`config.mk`:
```
export PLATFORM = sky130hd
export DESIGN_NAME = clk_pwr_seq
export DESIGN_NICKNAME = d
export VERILOG_FILES = /design/src/rtl/clk_pwr_pkg.sv /design/src/rtl/pd_sync.sv /design/src/rtl/pd_ctrl.sv /design/src/rtl/out_gate.sv /design/src/rtl/clk_pwr_seq.sv
export SDC_FILE = /design/constraint.sdc
export NUM_CORES = 1
export LEC_CHECK = 0
export BUFFER_PORTS_ARGS = -buffer_cell sky130_fd_sc_hd__buf_4
export CAP_MARGIN = 5
export CELL_PAD_IN_SITES_DETAIL_PLACEMENT = 0
export CELL_PAD_IN_SITES_GLOBAL_PLACEMENT = 2
export CORE_ASPECT_RATIO = 0.75
export CORE_MARGIN = 5
export CORE_UTILIZATION = 33
export CTS_CLUSTER_SIZE = 14
export DETAILED_ROUTE_END_ITERATION = 10
export GPL_ROUTABILITY_DRIVEN = 0
export PLACE_DENSITY = 0.76
export SYNTH_ARGS = -nofsm -noshare
export SYNTH_HDL_FRONTEND = slang
export SYNTH_SLANG_ARGS = --single-unit
```
`constraint.sdc`:
```
create_clock -name ref_clk -period 1.9 [get_ports ref_clk]
set_input_delay 0.095 -clock ref_clk [delete_from_list [all_inputs] [get_ports ref_clk]]
set_output_delay 0.095 -clock ref_clk [all_outputs]
set_load 0.01 [all_outputs]
```
`src/rtl/clk_pwr_pkg.sv`:
```
package clk_pwr_pkg;

  typedef enum logic [1:0] {
    PS_RUN  = 2'd0,
    PS_DOWN = 2'd1,
    PS_WAKE = 2'd2
  } pwr_state_t;

  // Next value of an output's run flag: it may change only while the source is low.
  function automatic logic run_step(input logic run, input logic go, input logic src);
    if (run) return go | src;
    return go & ~src;
  endfunction

  // Gated output value registered from the source and the next run flag.
  function automatic logic gated_value(input logic src, input logic run_nx);
    return src & run_nx;
  endfunction

endpackage

```
`src/rtl/pd_sync.sv`:
```
module pd_sync #(
  parameter int STAGES = 2
) (
  input  logic clk,
  input  logic rst_n,
  input  logic async_n,
  output logic sync_n
);
  logic [STAGES-1:0] chain;

  always_ff @(posedge clk or negedge rst_n) begin
    if (!rst_n) chain <= '1;
    else        chain <= {chain[STAGES-2:0], async_n};
  end

  assign sync_n = chain[STAGES-1];
endmodule

```
`src/rtl/pd_ctrl.sv`:
```
module pd_ctrl
  import clk_pwr_pkg::*;
#(
  parameter int QUAL        = 2,
  parameter int WAKE_CYCLES = 8
) (
  input  logic       clk,
  input  logic       rst_n,
  input  logic       req_n,
  output pwr_state_t state
);
  localparam int CW = (QUAL > 1) ? $clog2(QUAL) : 1;
  localparam int WW = $clog2(WAKE_CYCLES + 2);
  localparam logic [CW-1:0] QLAST = CW'(QUAL - 1);
  localparam logic [WW-1:0] WLOAD = WW'(WAKE_CYCLES);

  logic [CW-1:0] low_cnt;
  logic [WW-1:0] wake_cnt;
  logic          qual_hit;

  assign qual_hit = !req_n && (low_cnt == QLAST);

  always_ff @(posedge clk or negedge rst_n) begin
    if (!rst_n) begin
      low_cnt  <= '0;
      wake_cnt <= '0;
      state    <= PS_RUN;
    end else begin
      if (req_n)                low_cnt <= '0;
      else if (low_cnt != QLAST) low_cnt <= low_cnt + 1'b1;

      case (state)
        PS_RUN:  if (qual_hit) state <= PS_DOWN;
        PS_DOWN: if (req_n) begin
                   state    <= PS_WAKE;
                   wake_cnt <= WLOAD;
                 end
        PS_WAKE: begin
          if (!req_n)               state <= PS_DOWN;
          else if (wake_cnt == '0)  state <= PS_RUN;
          else                      wake_cnt <= wake_cnt - 1'b1;
        end
        default: state <= PS_RUN;
      endcase
    end
  end
endmodule

```
`src/rtl/out_gate.sv`:
```
module out_gate
  import clk_pwr_pkg::*;
(
  input  logic clk,
  input  logic rst_n,
  input  logic go,
  input  logic src,
  output logic run,
  output logic out
);
  logic run_nx;

  assign run_nx = run_step(run, go, src);

  always_ff @(posedge clk or negedge rst_n) begin
    if (!rst_n) begin
      run <= 1'b0;
      out <= 1'b0;
    end else begin
      run <= run_nx;
      out <= gated_value(src, run_nx);
    end
  end
endmodule

```
`src/rtl/clk_pwr_seq.sv`:
```
module clk_pwr_seq
  import clk_pwr_pkg::*;
#(
  parameter int N_OUT       = 4,
  parameter int QUAL        = 2,
  parameter int WAKE_CYCLES = 8
) (
  input  logic             ref_clk,
  input  logic             rst_n,
  input  logic             pd_n,
  input  logic [N_OUT-1:0] div_clk,
  input  logic [N_OUT-1:0] out_en,
  input  logic             tri_all,
  output logic [N_OUT-1:0] clk_out,
  output logic [N_OUT-1:0] clk_oe,
  output logic             pwr_down
);
  logic       sync_n;
  pwr_state_t state;
  logic [N_OUT-1:0] go;
  logic [N_OUT-1:0] run;

  pd_sync #(.STAGES(2)) u_sync (
    .clk(ref_clk), .rst_n(rst_n), .async_n(pd_n), .sync_n(sync_n)
  );

  pd_ctrl #(.QUAL(QUAL), .WAKE_CYCLES(WAKE_CYCLES)) u_ctrl (
    .clk(ref_clk), .rst_n(rst_n), .req_n(sync_n), .state(state)
  );

  for (genvar i = 0; i < N_OUT; i++) begin : g_out
    assign go[i] = (state == PS_RUN) && out_en[i];
    out_gate u_gate (
      .clk(ref_clk), .rst_n(rst_n), .go(go[i]), .src(div_clk[i]),
      .run(run[i]), .out(clk_out[i])
    );
  end

  always_ff @(posedge ref_clk or negedge rst_n) begin
    if (!rst_n) clk_oe <= '0;
    else        clk_oe <= {N_OUT{~tri_all}};
  end

  assign pwr_down = (state == PS_DOWN) && (run == '0);
endmodule

```
# Word-level counts from Yosys, hierarchy flattened
# Cells that the tools add are included.
# word_totals
reg_bits	18
latch_bits	0
ram_bits	0
rom_bits	0
input_bits	12
wordCells	75
mem_count	0
# classes
n_addsub	2
multipliers	0
div_mod_pow	0
order_cmp	0
n_eq_ne	7
shift	0
mux	23
n_bitwise	17
n_reduce_logical	13
# op_table
operator	count
two-way mux 1 bit	14
two-way mux 4 bit	3
AND 1 bit	8
logical NOT 4 bit	2
two-way mux 2 bit	4
case mux 4 bit (2 select lines)	1
logical AND 1 bit	6
case mux 2 bit (3 select lines)	1
NOT 1 bit	5
!= test 2 x 1 -> 1 bit (second input constant)	2
!= test 2 bit (second input constant)	2
bitwise OR 1 bit	4
AND reduction 4 bit	1
subtractor 4 x 1 -> 4 bit (second input constant)	1
!= test 3 x 2 -> 1 bit (second input constant)	1
AND reduction 3 bit	1
== test 2 x 1 -> 1 bit (second input constant)	1
== test 2 bit (second input constant)	1
logical NOT 2 bit	1
nonzero test 2 bit	1
adder 1 bit (second input constant)	1
logical NOT 1 bit	1

# Longest topological paths before layout
# Gate-level depths: netlist of the first run.
# logic_depth
ltp_word	6
depth_mapped	5
ltp_nobuf	5

# Modules after synthesis
# Synthesis of the first run repeated with hierarchy kept, for this count alone.
# hier_totals
cells_unflattened	72
area_unflattened_um2	850.8
# by_module_without_submodules
mod	n_inst	cells_each	area_each_um2	seq_area_each_um2
pd_ctrl	1	42	407.9	175.2
out_gate	4	4	72.6	50.0
clk_pwr_seq	1	12	100.1	25.0
pd_sync	1	2	52.6	52.6

# Worst setup path after synthesis of the first run
# OpenSTA, ideal clock, no wires.
# synth_path
kind	register to register
startpoint	register u_ctrl.wake_cnt[0]
endpoint	register u_ctrl.state[1]
arrival_ps	1197
setup_slack_ps	584
stages_incl_launch_ff	6
period_less_slack_ps	1316
path_cell_list	dfrtp_1 > inv_1 > ha_1 > nor3b_1 > nor3_1 > o21a_1
# synth_via
elab_chain_cells	3
# synth_lines
element	line	source
start: declaration	pd_ctrl.sv:18	logic [WW-1:0] wake_cnt;
start signal: assignment	pd_ctrl.sv:41	else wake_cnt <= wake_cnt - 1'b1;
logical NOT 4 bit	pd_ctrl.sv:40	else if (wake_cnt == '0) state <= PS_RUN;
!= test 3 x 2 -> 1 bit (no source line)	--	
AND reduction 3 bit (no source line)	--	
end signal: assignment	pd_ctrl.sv:39	if (!req_n) state <= PS_DOWN;
end signal: assignment	pd_ctrl.sv:40	
end signal: assignment	pd_ctrl.sv:43	default: state <= PS_RUN;
end: declaration	pd_ctrl.sv:10	output pwr_state_t state
# No other way between the ends.
# A chain may end at the register's enable or synchronous reset.

# Final worst setup path of the first run
# layout_path
startpoint	register u_ctrl.wake_cnt[0]
endpoint	register u_ctrl.wake_cnt[1]
# layout_via
elab_chain_cells	4
# layout_lines
element	line	source
subtractor 4 x 1 -> 4 bit	pd_ctrl.sv:41	
two-way mux 4 bit	pd_ctrl.sv:40	
two-way mux 4 bit	pd_ctrl.sv:39	
case mux 4 bit (2 select lines)	pd_ctrl.sv:32	case (state)
# Several ways; a longest one is shown, not always the timed one. The select of a mux whose other input is x is not followed.

==> results.json, run 1 <==
{
  "switchingPower_mw": 0.258,
  "synthArstFlopShare": 1.00,
  "root_buffer": "clkbuf_4",
  "multi_input_area_um2": 256,
  "htree_levels": 1,
  "finish.utilization": 0.426,
  "grt_busiest_layer": "met2",
  "netlist_instances": 74,
  "synth_nets": 87,
  "grt.total_usage": 0.0978,
  "clock.fmax_mhz": 671,
  "crit_path_max_fanout": 5,
  "drive_above_1_share": 0.326,
  "hpwl_mm": 1.09,
  "io_pins": 21,
  "finalHoldViolCount": 0,
  "row_count": 15,
  "power.switching_fraction": 0.288,
  "slew_viol_final": 0,
  "portBuffers": 20,
  "worst_setup_path_start_kind": "register",
  "ir_worst_vdd_uv": 402,
  "cts_tree": "built",
  "hp-class": "input pin to register",
  "diodes": 0,
  "grt_pass1_wl_mm": 2.48,
  "yosysWarnings": 0,
  "fp.dieH_um": 52.9,
  "slew_headroom": 0.667,
  "grtUsageMet2": 0.165,
  "avgSynthCellArea_um2": 10.9,
  "p_comb_frac": 0.237,
  "clk_latency_ns": 0.29,
  "end_kind": "register",
  "ys_ff_latch": 18,
  "status": "completed",
  "synth_top_area_cell": "dfrtp_1",
  "crit_arrival_ns": 1.65,
  "pwr-share-seq": 0.550,
  "die_area_um2": 3550,
  "gr-usage-met3": 0.0510,
  "drtIter0Drc": 15,
  "power_density_nw_per_um2": 904,
  "grt_pass1_vias": 566,
  "synth_top_area_share": 0.495,
  "syn_to_final_growth_pct": 22.8,
  "ys_top_cells_by_area": "dfrtp_1 50%, buf_4 7.4%, dfstp_2 6.5%",
  "skew_ns": 0.00700,
  "core-area_um2": 2330,
  "cts-buffers-inserted": 3,
  "grt.overflow.total": 0,
  "grt_max_degree": 19,
  "dr.pass1.iters": 4,
  "clk_path_buf_depth": 2,
  "worstMarginPinSlew_ns": 0.498,
  "drt-vias-per-instance": 4.58,
  "drc_errors": 0,
  "required_ns": 2.06,
  "rsz0062_at_grt": "false",
  "p_leak_nw": 0.470,
  "post_cts_resized": 0,
  "cts_sinks": 18,
  "wire_per_inst_um": 11.9,
  "synth_cell_types": 27,
  "critical_path_class": "register to register",
  "fp.dieW_um": 67.1,
  "synth_edf_count": 0,
  "start_util": 0.347,
  "seq_area_um2": 453,
  "setup-tns-final_ns": 0,
  "drv_cap": 0,
  "antenna_found_initial": 0,
  "totalWireLength_mm": 1.50,
  "clk_pin_slew_worst_paths_ns": 0.10,
  "grt_util_met1": 0.106,
  "synth.yosys.seq_area_share": 0.560,
  "vias": 577,
  "finalSetupViolations": 0,
  "fin_nets": 106,
  "period_share": 0.784,
  "detail-route-antenna-nets": 0,
  "p_clk_frac": 0.213,
  "postCtsSetupBuffers": 0,
  "internal-power_mw": 0.639,
  "fillCellCount": 242,
  "synth-main-ff-cell": "dfrtp_1",
  "finalCriticalPeriod_ns": 1.49,
  "synth_area_um2": 808
}
Yosys cell counts, types with 3 or more instances:
| cell | number |
|---|---|
| dfrtp_1 | 16 |
| inv_1 | 9 |
| buf_4 | 8 |
| and2_1 | 5 |
| a31o_2 | 4 |
| o21ai_0 | 3 |
path summary, 6_finish.rpt:
path	start	slack [ns]	cells after the start	end
max in group asynchronous	rst_n	1.41	2	u_sync.chain[0]$_DFF_PN1_
setup reg to reg	u_ctrl.wake_cnt[0]$_DFFE_PN0P_	0.41	5	u_ctrl.wake_cnt[1]$_DFFE_PN0P_
min in group asynchronous	rst_n	0.22	2	g_out[0].u_gate.out$_DFF_PN0_
setup / recovery	u_ctrl.wake_cnt[0]$_DFFE_PN0P_	0.41	5	u_ctrl.wake_cnt[1]$_DFFE_PN0P_
hold / removal	out_en[2]	0.04	2	register
hold reg to reg	u_sync.chain[0]$_DFF_PN1_	0.36	0	u_sync.chain[1]$_DFF_PN1_
layout by cell type (no fill, tap or decap), types with 3 or more instances in the layout:
cell           netlist  layout
a31o_2               4       4
and2_1               5       5
buf_4                8      20
clkbuf_4             0       3
dfrtp_1             16      16
dlygate4sd3_1        0       3
inv_1                9       9
o21ai_0              3       3
repair_timing:
item	in CTS	in global routing
setup endpoints to repair	0	0
hold buffers	3	0
endpoints found under the hold margin	20	0
kinds of logic (layout without fill, tap and decap cells):
group,Yosys count,after routing,synth area share
buffers and inverters,18,36,0.122
AO/OA/AOI/OAI,15,15,0.138
adder cells (fa/ha/maj),1,1,0.0155
flip-flops,18,18,0.560
AND/OR/NAND/NOR,22,22,0.164
layer usage:
layer  part of all wire  vias up
li1                   -      282
met1               0.42      277
met2               0.50       16
met3              0.069        2
met4              0.012        0
met5                  0        -
final cells by class:
type                       instances  share of cell area
inverter                           9              0.0340
tap                               34              0.0429
timing repair buffer              23               0.182
clock buffer                       4              0.0265
sequential                        18               0.456
multi-input combinational         38               0.259
metrics by stage:
stage / instances / worst slack [ns] / power [mW] / instance area (um^2) / hold WS, ns
floorplan: 74 / 0.584 / 0.645 / 808 / -0.201
global placement: 119 / 0.442 / 0.708 / 936 / -0.0214
detailed placement: 119 / 0.424 / 0.710 / 936 / -0.0193
CTS: 126 / 0.412 / 0.911 / 992 / 0.0254
global route: 126 / 0.316 / 0.969 / 992 / 0.00513
finish: 126 / 0.410 / 0.897 / 992 / 0.0377
worst max-delay path: stages, from the launching register on:
cell and delay, ns:
dfrtp_1 0.42, inv_1 0.07, ha_1 0.19, nor3b_1 0.45, or4_1 0.18, nand3_1 0.07
power by group through the flow:
stage	combinational [mW]	clock, mW	sequential (mW)
detailed placement	0.210	0	0.499
global route	0.240	0.227	0.503
CTS	0.215	0.203	0.493
finish	0.213	0.191	0.493
global placement	0.208	0	0.501
floorplan	0.166	0	0.479
No activity file was read; power rests on OpenSTA's default activity.
==> inputs of run 2 (changes only) <==
--- a/config.mk
+++ b/config.mk
@@ -5,17 +5,18 @@
 export SDC_FILE = /design/constraint.sdc
 export NUM_CORES = 1
 export LEC_CHECK = 0
+export ABC_AREA = 1
 export BUFFER_PORTS_ARGS = -buffer_cell sky130_fd_sc_hd__buf_4
 export CAP_MARGIN = 5
 export CELL_PAD_IN_SITES_DETAIL_PLACEMENT = 0
 export CELL_PAD_IN_SITES_GLOBAL_PLACEMENT = 2
 export CORE_ASPECT_RATIO = 0.75
 export CORE_MARGIN = 5
-export CORE_UTILIZATION = 33
+export CORE_UTILIZATION = 29
 export CTS_CLUSTER_SIZE = 14
 export DETAILED_ROUTE_END_ITERATION = 10
 export GPL_ROUTABILITY_DRIVEN = 0
-export PLACE_DENSITY = 0.76
+export PLACE_DENSITY = 0.71
 export SYNTH_ARGS = -nofsm -noshare
 export SYNTH_HDL_FRONTEND = slang
 export SYNTH_SLANG_ARGS = --single-unit
==> constraint.sdc (replaced) <==
create_clock -name ref_clk -period 1.4 [get_ports ref_clk]
set_input_delay 0.07 -clock ref_clk [delete_from_list [all_inputs] [get_ports ref_clk]]
set_output_delay 0.07 -clock ref_clk [all_outputs]
set_load 0.01 [all_outputs]
==> results.json, run 2 <==
{
  "status": "completed",
  "clk_path_buf_depth": 2,
  "ys_ff_latch": 18,
  "crit_arrival_ns": 1.24,
  "synth_top_area_cell": "dfrtp_1",
  "final_common_cell": "nand2_1",
  "setup-tns-final_ns": 0,
  "drc_errors": 0,
  "htree_levels": 1,
  "root_buffer": "clkbuf_4",
  "skew_ns": 0.00573,
  "power_density_nw_per_um2": 1440,
  "clk_pin_slew_worst_paths_ns": 0.10,
  "diodes": 0,
  "core-area_um2": 2580,
  "p_leak_nw": 0.560,
  "drtIter0Drc": 17,
  "dr.pass1.iters": 3,
  "worstMarginPinSlew_ns": 0.330,
  "drv_cap": 0,
  "crit_path_max_fanout": 4,
  "synth_common_cells": "21 x nand2_1, 16 x dfrtp_1, 9 x inv_1",
  "critical_path_class": "register to output pin",
  "fp.dieH_um": 54.9,
  "synth_area_um2": 778,
  "detail-route-antenna-nets": 0,
  "grt_max_degree": 19,
  "cts-buffers-inserted": 3,
  "die_area_um2": 3830,
  "grtUsageMet2": 0.127,
  "slew_headroom": 0.779,
  "grt_util_met1": 0.0897,
  "totalWireLength_mm": 1.37,
  "drive_above_1_share": 0.318,
  "synth_top_area_share": 0.514,
  "stdcell_count": 143,
  "synth_nets": 96,
  "slew_viol_final": 0,
  "yosysWarnings": 0,
  "final_cell_mix": "21 x nand2_1, 20 x buf_4, 15 x dfrtp_1",
  "synth_edf_count": 0,
  "fp.dieW_um": 69.8,
  "gr-usage-met3": 0.0422,
  "wire_per_inst_um": 9.61,
  "finish.utilization": 0.401,
  "ys_top_cells_by_area": "dfrtp_1 51%, nand2_1 10%, buf_4 6.8%",
  "io_pins": 21,
  "synthArstFlopShare": 1.00,
  "clock.fmax_mhz": 761,
  "fillCellCount": 252,
  "avgSynthCellArea_um2": 9.38,
  "end_kind": "output pin",
  "grt_busiest_layer": "met2",
  "synth.yosys.seq_area_share": 0.582,
  "netlist_instances": 83,
  "dpl_worst_slack_ns": 0.192,
  "cts_tree": "built",
  "grt_pass1_wl_mm": 2.26,
  "finalCriticalPeriod_ns": 1.31,
  "portBuffers": 20,
  "grt_pass1_vias": 532,
  "synth.most_common_cell": "nand2_1",
  "period_share": 0.939,
  "hpwl_mm": 1.03,
  "worst_setup_path_start_kind": "register",
  "grt.total_usage": 0.0784,
  "cts_sinks": 18,
  "drt-vias-per-instance": 3.89,
  "placedCellCount": 132,
  "required_ns": 1.33,
  "clk_latency_ns": 0.29,
  "finalHoldViolCount": 0,
  "finalSetupViolations": 0,
  "final.setup.worst_slack_ns": 0.0855,
  "rsz0062_at_grt": "false",
  "postCtsSetupBuffers": 0,
  "syn_to_final_growth_pct": 33.1,
  "hp-class": "input pin to register",
  "row_count": 16,
  "start_util": 0.301,
  "synth_cell_types": 17,
  "grt.overflow.total": 0,
  "synth-main-ff-cell": "dfrtp_1",
  "antenna_found_initial": 0,
  "vias": 556,
  "fin_nets": 121,
  "ir_worst_vdd_uv": 503
}
## run 2: cell types whose count changed after synthesis, sizes merged, moves of 4 or more
cell   delta
a31o      -4
nor2      +5
nand2    +22
nand3     +5
and2      -5
## run 2: repair_timing
item                                    in CTS  in global routing
hold buffers                                 7                  0
endpoints found under the hold margin       28                  0
resized for setup                            1                  2
endpoints found under the setup margin       1                  1
## run 2: logic make-up after synthesis
family / count (synthesis) / synth area share
xor gates and xnor gates: 1 / 0.0113
buffers and inverters: 18 / 0.121
adders and majority gates: 1 / 0.0161
AOI/OAI and AO/OA: 5 / 0.0354
and+or+nand+nor: 40 / 0.235
DFF: 18 / 0.582
## run 2: metrics by stage
step / area (um^2) / hold WS (ns) / power (mW)
after floorplan: 778 / -0.226 / 1.05
after global placement: 921 / -0.0468 / 1.18
after detailed placement: 921 / -0.0492 / 1.17
after CTS: 1030 / 0.0132 / 1.51
after global routing: 1040 / 0.0197 / 1.62
final: 1040 / 0.0260 / 1.50
## run 2: final timing paths
check | end | startpoint | depth (start not counted) | slack (ns)
worst max-delay path | pwr_down | u_ctrl.state[1]$_DFFE_PN0P_ | 4 | 0.09
worst min-delay path | register | out_en[3] | 3 | 0.03
worst max register to register | u_ctrl.wake_cnt[3]$_DFFE_PN0P_ | u_ctrl.wake_cnt[0]$_DFFE_PN0P_ | 7 | 0.19
worst min register to register | u_sync.chain[1]$_DFF_PN1_ | u_sync.chain[0]$_DFF_PN1_ | 0 | 0.36
max in group asynchronous | u_sync.chain[1]$_DFF_PN1_ | rst_n | 2 | 0.97
min in group asynchronous | g_out[0].u_gate.out$_DFF_PN0_ | rst_n | 2 | 0.17
## run 2: metal layers
| layer | vias to the layer above | share of wire |
|---|---|---|
| li1 | 296 | - |
| met1 | 247 | 0.50 |
| met2 | 11 | 0.43 |
| met3 | 2 | 0.055 |
| met4 | 0 | 0.0095 |
| met5 | - | 0 |
## run 2: cell type report
| class | instances | area (um^2) | share of cell area |
|---|---|---|---|
| Clock buffer | 4 | 36.3 | 0.0350 |
| Tap cell | 36 | 45.0 | 0.0435 |
| Timing Repair Buffer | 27 | 220 | 0.213 |
| Sequential cell | 18 | 454 | 0.438 |
| Multi-Input combinational cell | 47 | 239 | 0.231 |
| Inverter | 11 | 41.3 | 0.0399 |
## run 2: critical path, cell delays in order (launching register included)
cell	delay (ns)
dfrtp_2	0.46
nor2_4	0.15
nand2_1	0.07
nor3_1	0.13
buf_4	0.15
## run 2: report_power, final
| group | switching, mW | internal [mW] |
|---|---|---|
| combinational | 0.258 | 0.205 |
| sequential | 0.0869 | 0.632 |
| clock | 0.157 | 0.158 |
